## src/rtl/irq_regs_pkg.sv

```systemverilog
package irq_regs_pkg;
  // bus offsets (low 8 bits of address)
  localparam logic [7:0] OFS_SELECT = 8'h00;
  localparam logic [7:0] OFS_WINDOW = 8'h10;
  // select codes for the non-table registers
  localparam logic [7:0] SEL_IDENT  = 8'h00;
  localparam logic [7:0] SEL_VERS   = 8'h01;
  localparam logic [7:0] SEL_ARBIT  = 8'h02;
  localparam logic [7:0] SEL_TABLE  = 8'h10;
  localparam logic [7:0] VERS_CODE  = 8'h11;
  // entry field positions
  localparam int F_VEC  = 0;
  localparam int F_DLV  = 8;
  localparam int F_DSTM = 11;
  localparam int F_POL  = 13;
  localparam int F_RIRR = 14;
  localparam int F_TRIG = 15;
  localparam int F_MASK = 16;
  localparam int F_DEST = 56;
  localparam logic [63:0] ENTRY_RST = 64'h1 << F_MASK;
endpackage

```

## src/rtl/irq_rst_sync.sv

```systemverilog
module irq_rst_sync (
  input  logic clk,
  input  logic rst_n,
  output logic rst_s_n
);
  logic [1:0] stg_q;

  always_ff @(posedge clk or negedge rst_n) begin
    if (!rst_n) stg_q <= 2'b00;
    else        stg_q <= {stg_q[0], 1'b1};
  end

  assign rst_s_n = stg_q[1];
endmodule

```

## src/rtl/irq_regs_decode.sv

```systemverilog
module irq_regs_decode #(
  parameter int NPINS = 24,
  parameter int SEL_W = 8,
  localparam int IDX_W = (NPINS > 1) ? $clog2(NPINS) : 1
) (
  input  logic             bus_wr,
  input  logic [7:0]       bus_ofs,
  input  logic [3:0]       bus_size,
  input  logic [SEL_W-1:0] sel_q,
  output logic             is_sel,
  output logic             is_win,
  output logic             ent_ok,
  output logic             ent_hi,
  output logic [IDX_W-1:0] ent_idx,
  output logic             sel_we,
  output logic             id_we,
  output logic [NPINS-1:0] ent_we
);
  import irq_regs_pkg::*;

  localparam logic [SEL_W-1:0] TBL_BASE = SEL_W'(SEL_TABLE);
  localparam logic [SEL_W-2:0] NPINS_S  = (SEL_W-1)'(NPINS);

  logic             size_ok;
  logic             wr_ok;
  logic [SEL_W-1:0] sel_off;
  logic [SEL_W-2:0] full_idx;

  assign size_ok  = (bus_size == 4'd4) || (bus_size == 4'd8);
  assign wr_ok    = bus_wr && size_ok;
  assign is_sel   = (bus_ofs == OFS_SELECT);
  assign is_win   = (bus_ofs == OFS_WINDOW);
  assign sel_off  = sel_q - TBL_BASE;
  assign full_idx = sel_off[SEL_W-1:1];
  assign ent_ok   = (sel_q >= TBL_BASE) && (full_idx < NPINS_S);
  assign ent_hi   = sel_q[0];
  assign ent_idx  = full_idx[IDX_W-1:0];
  assign sel_we   = wr_ok && is_sel;
  assign id_we    = wr_ok && is_win && (sel_q == SEL_W'(SEL_IDENT));

  for (genvar i = 0; i < NPINS; i++) begin : g_we
    assign ent_we[i] = wr_ok && is_win && ent_ok && (ent_idx == IDX_W'(i));
  end
endmodule

```

## src/rtl/irq_regs_entry.sv

```systemverilog
module irq_regs_entry (
  input  logic        clk,
  input  logic        rst_n,
  input  logic        we,
  input  logic        hi,
  input  logic [31:0] wdata,
  input  logic        rirr_set,
  output logic [63:0] q
);
  import irq_regs_pkg::*;

  logic [63:0] nxt;
  logic        en;

  assign en = we || rirr_set;

  always_comb begin
    nxt = q;
    if (we) begin
      if (hi) begin
        nxt[63:32] = wdata;
      end else begin
        nxt[31:0]   = wdata;
        nxt[F_RIRR] = 1'b0;
      end
    end else if (rirr_set) begin
      nxt[F_RIRR] = 1'b1;
    end
  end

  always_ff @(posedge clk or negedge rst_n) begin
    if (!rst_n)  q <= ENTRY_RST;
    else if (en) q <= nxt;
  end
endmodule

```

## src/rtl/irq_route_regs.sv

```systemverilog
module irq_route_regs #(
  parameter int NPINS = 24,
  parameter int SEL_W = 8
) (
  input  logic               clk,
  input  logic               rst_n,
  input  logic               bus_wr,
  input  logic [7:0]         bus_ofs,
  input  logic [3:0]         bus_size,
  input  logic [31:0]        bus_wdata,
  output logic [31:0]        bus_rdata,
  input  logic [NPINS-1:0]   irr_vec,
  input  logic [NPINS-1:0]   rirr_set,
  output logic [NPINS-1:0]   svc_req,
  output logic [3:0]         id_out,
  output logic [NPINS*8-1:0] ent_vector,
  output logic [NPINS*3-1:0] ent_dlv,
  output logic [NPINS-1:0]   ent_dstmode,
  output logic [NPINS-1:0]   ent_pol,
  output logic [NPINS-1:0]   ent_rirr,
  output logic [NPINS-1:0]   ent_trig,
  output logic [NPINS-1:0]   ent_mask,
  output logic [NPINS*8-1:0] ent_dest
);
  import irq_regs_pkg::*;

  localparam int IDX_W = (NPINS > 1) ? $clog2(NPINS) : 1;

  logic             rst_s_n;
  logic [SEL_W-1:0] sel_q, sel_nxt;
  logic [3:0]       id_q, id_nxt;
  logic [NPINS-1:0] svc_q, svc_nxt;
  logic             is_sel, is_win, ent_ok, ent_hi, sel_we, id_we;
  logic [IDX_W-1:0] ent_idx;
  logic [NPINS-1:0] ent_we;
  logic [63:0]      ent_q [NPINS];
  logic [31:0]      win_val;

  irq_rst_sync u_rst (.clk(clk), .rst_n(rst_n), .rst_s_n(rst_s_n));

  irq_regs_decode #(.NPINS(NPINS), .SEL_W(SEL_W)) u_dec (
    .bus_wr(bus_wr), .bus_ofs(bus_ofs), .bus_size(bus_size), .sel_q(sel_q),
    .is_sel(is_sel), .is_win(is_win), .ent_ok(ent_ok), .ent_hi(ent_hi),
    .ent_idx(ent_idx), .sel_we(sel_we), .id_we(id_we), .ent_we(ent_we)
  );

  for (genvar i = 0; i < NPINS; i++) begin : g_ent
    irq_regs_entry u_ent (
      .clk(clk), .rst_n(rst_s_n), .we(ent_we[i]), .hi(ent_hi),
      .wdata(bus_wdata), .rirr_set(rirr_set[i]), .q(ent_q[i])
    );
    assign ent_vector[i*8 +: 8] = ent_q[i][F_VEC +: 8];
    assign ent_dlv[i*3 +: 3]    = ent_q[i][F_DLV +: 3];
    assign ent_dstmode[i]       = ent_q[i][F_DSTM];
    assign ent_pol[i]           = ent_q[i][F_POL];
    assign ent_rirr[i]          = ent_q[i][F_RIRR];
    assign ent_trig[i]          = ent_q[i][F_TRIG];
    assign ent_mask[i]          = ent_q[i][F_MASK];
    assign ent_dest[i*8 +: 8]   = ent_q[i][F_DEST +: 8];
  end

  // next-state
  always_comb begin
    sel_nxt = sel_q;
    id_nxt  = id_q;
    if (sel_we) sel_nxt = bus_wdata[SEL_W-1:0];
    if (id_we)  id_nxt  = bus_wdata[27:24];
    svc_nxt = ent_we & irr_vec;
  end

  // registers
  always_ff @(posedge clk or negedge rst_s_n) begin
    if (!rst_s_n) begin
      sel_q <= '0;
      id_q  <= '0;
      svc_q <= '0;
    end else begin
      if (sel_we) sel_q <= sel_nxt;
      if (id_we)  id_q  <= id_nxt;
      svc_q <= svc_nxt;
    end
  end

  // read path
  always_comb begin
    win_val = '0;
    if (sel_q == SEL_W'(SEL_IDENT) || sel_q == SEL_W'(SEL_ARBIT))
      win_val = {4'h0, id_q, 24'h0};
    else if (sel_q == SEL_W'(SEL_VERS))
      win_val = {8'h0, 8'(NPINS - 1), 8'h0, VERS_CODE};
    else if (ent_ok)
      win_val = ent_hi ? ent_q[ent_idx][63:32] : ent_q[ent_idx][31:0];
    bus_rdata = '0;
    if (is_sel)      bus_rdata = 32'(sel_q);
    else if (is_win) bus_rdata = win_val;
  end

  assign svc_req = svc_q;
  assign id_out  = id_q;
endmodule

```

## config.mk

```make
export PLATFORM = sky130hd
export DESIGN_NAME = irq_route_regs
export DESIGN_NICKNAME = d
export VERILOG_FILES = /design/src/rtl/irq_regs_pkg.sv /design/src/rtl/irq_rst_sync.sv /design/src/rtl/irq_regs_decode.sv /design/src/rtl/irq_regs_entry.sv /design/src/rtl/irq_route_regs.sv
export SDC_FILE = /design/constraint.sdc
export NUM_CORES = 2
export LEC_CHECK = 0
export BUFFER_PORTS_ARGS = -buffer_cell sky130_fd_sc_hd__buf_2
export CORE_ASPECT_RATIO = 1.2
export CORE_MARGIN = 10
export CORE_UTILIZATION = 45
export CTS_BUF_LIST = sky130_fd_sc_hd__clkbuf_4
export CTS_CLUSTER_SIZE = 10
export DETAILED_ROUTE_END_ITERATION = 10
export SKIP_CTS_REPAIR_TIMING = 1
export SLEW_MARGIN = 20
export SYNTH_ARGS = -nofsm -noshare
export SYNTH_HDL_FRONTEND = slang
export SYNTH_SLANG_ARGS = --single-unit
```

## constraint.sdc

```tcl
create_clock -name clk -period 67 [get_ports clk]
set_input_delay 3.35 -clock clk [delete_from_list [all_inputs] [get_ports clk]]
set_output_delay 3.35 -clock clk [all_outputs]
set_load 0.01 [all_outputs]
```

Word-level counts from Yosys, hierarchy flattened

Index checks and enable logic that the tools add are counted.

Register bits: 1,574
Output and inout port bits: 636
Logic and storage cells: 371

Add/subtract/negate cells: 1
Magnitude comparators: 3
Equal/unequal tests: 52
Multiplexer cells: 81
Bitwise gates (word level): 3
Reduce and logical (&&, ||, !) cells: 155

Operators by type and width:

| cell                                                                         | count |
|---|---|
| 15-bit 2-to-1 mux                                                            | 24 |
| 64-bit binary-select mux with 5-bit select                                   | 1 |
| 3-bit AND reduction                                                          | 72 |
| 32-bit 2-to-1 mux                                                            | 6 |
| 64-bit 2-to-1 mux                                                            | 2 |
| 1-bit 2-to-1 mux                                                             | 48 |
| 2-bit != test, second input constant                                         | 24 |
| 2-bit nonzero test                                                           | 24 |
| 5-bit by 4-bit == test with 1-bit output, second input constant              | 8 |
| 5-bit == test, second input constant                                         | 8 |
| 1-bit logical AND                                                            | 30 |
| 1-bit logical OR                                                             | 26 |
| 24-bit bitwise AND                                                           | 1 |
| 5-bit by 3-bit == test with 1-bit output, second input constant              | 4 |
| 8-bit zero test                                                              | 2 |
| 5-bit by 2-bit == test with 1-bit output, second input constant              | 2 |
| 8-bit by 1-bit == test with 1-bit output, second input constant              | 1 |
| 8-bit by 2-bit == test with 1-bit output, second input constant              | 1 |
| 8-bit by 5-bit == test with 1-bit output, second input constant              | 1 |
| 8-bit by 5-bit >= comparator with 1-bit output, second input constant        | 1 |
| 8-bit by 5-bit subtractor with 8-bit output, second input constant           | 1 |
| 7-bit by 5-bit less-than comparator with 1-bit output, second input constant | 1 |
| 6-bit >= comparator, second input constant                                   | 1 |
| 5-bit NOT with 6-bit output                                                  | 1 |
| other kinds (5)                                                              | 5 |

Logic depth before layout (Yosys ltp)

Depth in word-level cells: 11
Gate-level depth with buffers: 13

Hierarchy

From an unflattened synthesis, not the netlist that was laid out.

Cells, all modules: 4,457
Area total of the unflattened synthesis: 74,497.7 µm²

By module, submodules not included:

| module          | instances | cells each | area each (µm²) | sequential area each (µm²) |
|---|---|---|---|---|
| irq_regs_entry  | 24        | 138        | 2,508.7         | 1,602.8 |
| irq_route_regs  | 1         | 1,056      | 13,720.7        | 900.9 |
| irq_regs_decode | 1         | 86         | 515.5           | 0.0 |
| irq_rst_sync    | 1         | 3          | 53.8            | 50.0 |

Worst setup path after synthesis

No wires, ideal clock.

Path type: input to output
Start: in bus_ofs[3]
End: out bus_rdata[10]
Data arrival time: 5,221 ps
Slack: 58,429 ps
Cell stages on the path: 6
Buffers on the path: 2
Cells stage by stage: nor4_1 nand3_1 or3_1 clkbuf_1 clkbuf_1 a2111oi_0

Word-level cells in the longest chain between the ends: 3
Elaborated cells between the ends (all ways): 4

RTL lines:

| item                                     | line                  | text |
|---|---|---|
| start, declared                          | irq_route_regs.sv:8   | `input logic [7:0] bus_ofs,` |
| 8-bit by 5-bit == test with 1-bit output | irq_regs_decode.sv:32 | `assign is_win = (bus_ofs == OFS_WINDOW);` |
| 32-bit 2-to-1 mux                        | irq_route_regs.sv:95  | `else if (is_win) bus_rdata = win_val;` |
| 32-bit 2-to-1 mux *                      | irq_route_regs.sv:94  | `if (is_sel) bus_rdata = 32'(sel_q);` |
| end, declared                            | irq_route_regs.sv:11  | `output logic [31:0] bus_rdata,` |

Every way passes the cells marked *; elsewhere a longest branch is shown, timed or not.

Worst setup path after layout

Start: reg sel_q[1]
End: out bus_rdata[22]

Word-level cells in the longest chain between the ends: 11
Elaborated cells between the ends (all ways): 18

RTL lines:

| item                                                 | line                  | text |
|---|---|---|
| start, declared                                      | irq_route_regs.sv:30  | `logic [SEL_W-1:0] sel_q, sel_nxt;` |
| start signal, assigned                               | irq_route_regs.sv:78  | `if (sel_we) sel_q <= sel_nxt;` |
| 8-bit by 5-bit subtractor with 8-bit output          | irq_regs_decode.sv:33 | `assign sel_off = sel_q - TBL_BASE;` |
| 5-bit NOT with 6-bit output (implied by the code)    | irq_route_regs.sv:92  | `win_val = ent_hi ? ent_q[ent_idx][63:32] : ent_q[ent_idx][31:0];` |
| 64-bit binary-select mux with 5-bit select           | irq_route_regs.sv:92  |  |
| 64-bit 2-to-1 mux (implied by the code) (2 in a row) | irq_route_regs.sv:92  |  |
| 32-bit 2-to-1 mux                                    | irq_route_regs.sv:92  |  |
| 32-bit 2-to-1 mux                                    | irq_route_regs.sv:91  | `else if (ent_ok)` |
| 32-bit 2-to-1 mux                                    | irq_route_regs.sv:89  | `else if (sel_q == SEL_W'(SEL_VERS))` |
| 32-bit 2-to-1 mux *                                  | irq_route_regs.sv:87  | `if (sel_q == SEL_W'(SEL_IDENT) \|\| sel_q == SEL_W'(SEL_ARBIT))` |
| 32-bit 2-to-1 mux *                                  | irq_route_regs.sv:95  |  |
| 32-bit 2-to-1 mux *                                  | irq_route_regs.sv:94  |  |

Every way passes the cells marked *; elsewhere a longest branch is shown, timed or not. The select of a mux whose other input is x is not followed.

==> run_results.csv <==
group,metric,value,unit
clock_tree,clkSinkCount,1574,
sta,finalSetupViolCount,0,
synth,yosysWarnings,0,
placement,port_buffers,730,
layout,nets,5537,
setup_path,cpPeakStageDelay,930,ps
sta,final_max_slew_viol_count,0,
synth,synthCells,5193,
placement,gp_congestion,0.848,
sta,hold-worst-slack,352,ps
clock_tree,cts_tree,"yes",
layout,syn_to_final_growth,8.93,%
setup_path,path_max_fanout,44,
clock_tree,cts_max_path_buffers,4,
floorplan,coreArea,168000,sq um
synth,synthTopCellsByArea,"dfrtp_1 51%, mux2_2 19%, mux4_2 12%, buf_4 6.0%, mux2_1 3.9%",
detailed_routing,drt.antenna.violating_nets,0,
power,powerDensity,22.3,nW/um^2
floorplan,dieArea,186000,sq um
global_routing,grtUsageTotal,28.3,%
job,drv.max_cap_violation_count,0,
placement,pre_cts_ws,56660,ps
global_routing,grt_pass1_wl,383000,um
power,clkPwrFrac,45.8,%
setup_path,crit_type,"flop to output pin",
global_routing,grt_pass1_vias,50400,
floorplan,ios,731,
synth,synth_enable_flop_cells,0,
layout,drive_gt1_share,57.8,%
setup_path,crit_top_cell,"buf_4",
clock_tree,cts-root-buf,"clkbuf_4",
floorplan,initial_core_util,45.2,%
global_routing,grt_max_degree,170,
power,intPower,1.40,mW
synth,synth_area,76200,sq um
detailed_routing,routed_via_density,5.98,
detailed_routing,vias,47900,
worst_hold_path,hp-class,"flop to flop",
clock_tree,worstSkewPairLatency,1380,ps
sta,final.setup_skew,88.3,ps
synth,syn_nets,5290,
sta,maxSlewHeadroom,18.5,%
setup_path,setup.worst_path.start_class,"flop",
power,p_sw,0.453,mW
synth,ys_seq_area_share,51.8,%
setup_path,cp_cell_sequence,"buf_4 -> buf_4 -> buf_4 -> buf_4 -> mux4_2 -> nand2_1 -> a21oi_1 -> nor2_1 -> a2111oi_0 -> buf_2",
power,swShare,24.4,%
detailed_routing,firstDrtPassIters,5,
synth,ys_async_sr_fraction,100,%
detailed_routing,wl_per_cell,33.7,um
sta,fin_setup_tns,0,ps
synth,syn_area_per_cell,14.7,sq um
clock_tree,numCtsBuffers,426,
sta,rsz0062_at_grt,"no",
floorplan,fp-row-count,165,
sta,max_freq,0.0942,GHz
detailed_routing,wl,269000,um
setup_path,critPathSlowestCell,"a2111oi_0",
global_routing,gr-total-overflow,0,
synth,synth_area_leader_cell,"dfrtp_1",
synth,ys_types,66,
sta,final.period_utilization,15.8,%
sta,worst_slack,56380,ps
floorplan,die_h,471,um
power,seq_power_share,51.4,%
detailed_routing,drc,0,
clock_tree,h-tree-depth,5,
synth,ys_ff_latch,1574,
floorplan,die_x,396,um
sta,tightest_slew,1220,ps
sta,hold_viol_final,0,
setup_path,required,63650,ps
detailed_routing,dr.first_iter.drc_count,3420,
synth,synth_top_area_share,50.9,%
placement,place_hpwl,165000,um
outcome,outcome,"finished, final reports clean",
clock_tree,clkTransAtPathRegs,60,ps
global_routing,antenna_found_initial,18,
synth,synth_top_flop_cell,"dfrtp_1",
power,power.leakage,42.2,nW
power,p_comb_share,2.8,%
power,max-vdd-ir-drop,0.0168,mV
setup_path,critPathArrivalTime,7270,ps
sta,layout_min_cycle_time,10620,ps
setup_path,cp-end-kind,"output pin",
[cell usage in the layout (no fill, tap or decap), types with 10 or more instances in the layout]
cell,Yosys,routed
dfrtp_1,1550,1545
mux2_2,1304,1304
buf_2,87,730
clkbuf_4,0,644
mux4_2,399,399
mux2_1,263,263
nand2_1,124,121
buf_4,604,121
clkinv_1,1,66
nor2_1,61,59
a21oi_1,45,44
o22ai_1,33,33
mux2i_1,32,32
nor3_1,27,25
and3_1,24,24
nor3_4,19,24
dfstp_2,24,24
nand3_4,0,22
nand3_1,42,20
inv_1,19,18
o21ai_0,16,16
a2111oi_0,17,15
a22o_1,13,13
diode_2,0,10
[power by group through the flow]
| stage | registers [mW] | clock network, mW | logic, mW |
|---|---|---|---|
| after CTS | 0.952 | 0.872 | 0.0530 |
| final | 0.952 | 0.848 | 0.0523 |
| after floorplan | 0.985 | 0 | 0.0186 |
| after detailed placement | 0.970 | 0 | 0.0529 |
| after global placement | 0.970 | 0 | 0.0524 |
| after global routing | 0.951 | 0.921 | 0.0577 |
[metrics by stage]
| step | total power, mW | cell area, sq um | instances | util, % |
|---|---|---|---|---|
| after floorplan | 1.00 | 76200 | 5193 | - |
| after global placement | 1.02 | 77700 | 7265 | 46.1 |
| after detailed placement | 1.02 | 77700 | 7265 | 46.1 |
| after CTS | 1.88 | 82900 | 7987 | 49.2 |
| after global routing | 1.93 | 83000 | 7993 | 49.2 |
| final | 1.85 | 83000 | 7998 | 49.2 |
[sequential cells by signal, indices dropped and copies added (netlist names)]
name	count
g_ent.u_ent.q	1536
id_out	4
sel_q	8
svc_req	24
u_rst.stg_q	2
[logic make-up after synthesis]
logic type               Yosys count  share of synthesized area [%]
multiplexers                    1998                           35.4
flip-flops                      1574                           51.8
buffers and inverters           1058                           8.35
AND/OR/NAND/NOR                  343                           2.40
AO/OA/AOI/OAI                    216                           2.05
adder cells (fa/ha/maj)            2                         0.0329
other                              1                        0.00492
XOR/XNOR                           1                         0.0115
[Yosys cell counts, drive strengths merged, types with 32 or more instances]
library cell  count
nand3            42
mux2           1567
nand2           124
nor2             61
buf             772
clkbuf          265
a21oi            45
mux4            399
dfrtp          1550
o22ai            33
nor3             51
mux2i            32
[cell type report]
type | instances | area (sq um)
Tap cell | 2254 | 2820
Sequential cell | 1574 | 39400
Timing Repair Buffer | 856 | 4660
Fill cell | 15100 | 85500
Multi-Input combinational cell | 2561 | 30700
Clock inverter | 78 | 357
Inverter | 21 | 85.1
Antenna cell | 10 | 25.0
Clock buffer | 644 | 4830
[critical path, delay by kind of cell (launching register included)]
kind                   cells  cell delay, ps
muxes                      1             360
and+or+nand+nor            2             120
AOI/OAI and AO/OA          2            1170
DFF                        1             730
buffers and inverters      5            3410
[per-layer routing]
metal  part of all wire [%]  vias to the layer above  GRT usage (%)  routed length, um
met5                  0.014                        -              0                 39
met4                    4.8                        6           12.8              12800
met3                    7.7                      580           7.65              20800
met2                     46                     2154           44.2             125000
met1                     41                    26000           36.9             111000
li1                       -                    19200              -                  -
[worst paths after layout]
| path | startpoint | to | slack, ps | depth (start not counted) |
|---|---|---|---|---|
| max | sel_q[1] | bus_rdata[22] | 56380 | 10 |
| min in group asynchronous | u_rst.stg_q[1] | g_ent[22].u_ent.q[22] | 390 | 0 |
| min | u_rst.stg_q[0] | u_rst.stg_q[1] | 350 | 0 |
| min reg2reg | u_rst.stg_q[0] | u_rst.stg_q[1] | 350 | 0 |
| max reg2reg | sel_q[2] | g_ent[7].u_ent.q[60] | 61480 | 6 |
| max in group asynchronous | u_rst.stg_q[1] | sel_q[0] | 62620 | 4 |
Power figures use the tool's default switching activity.
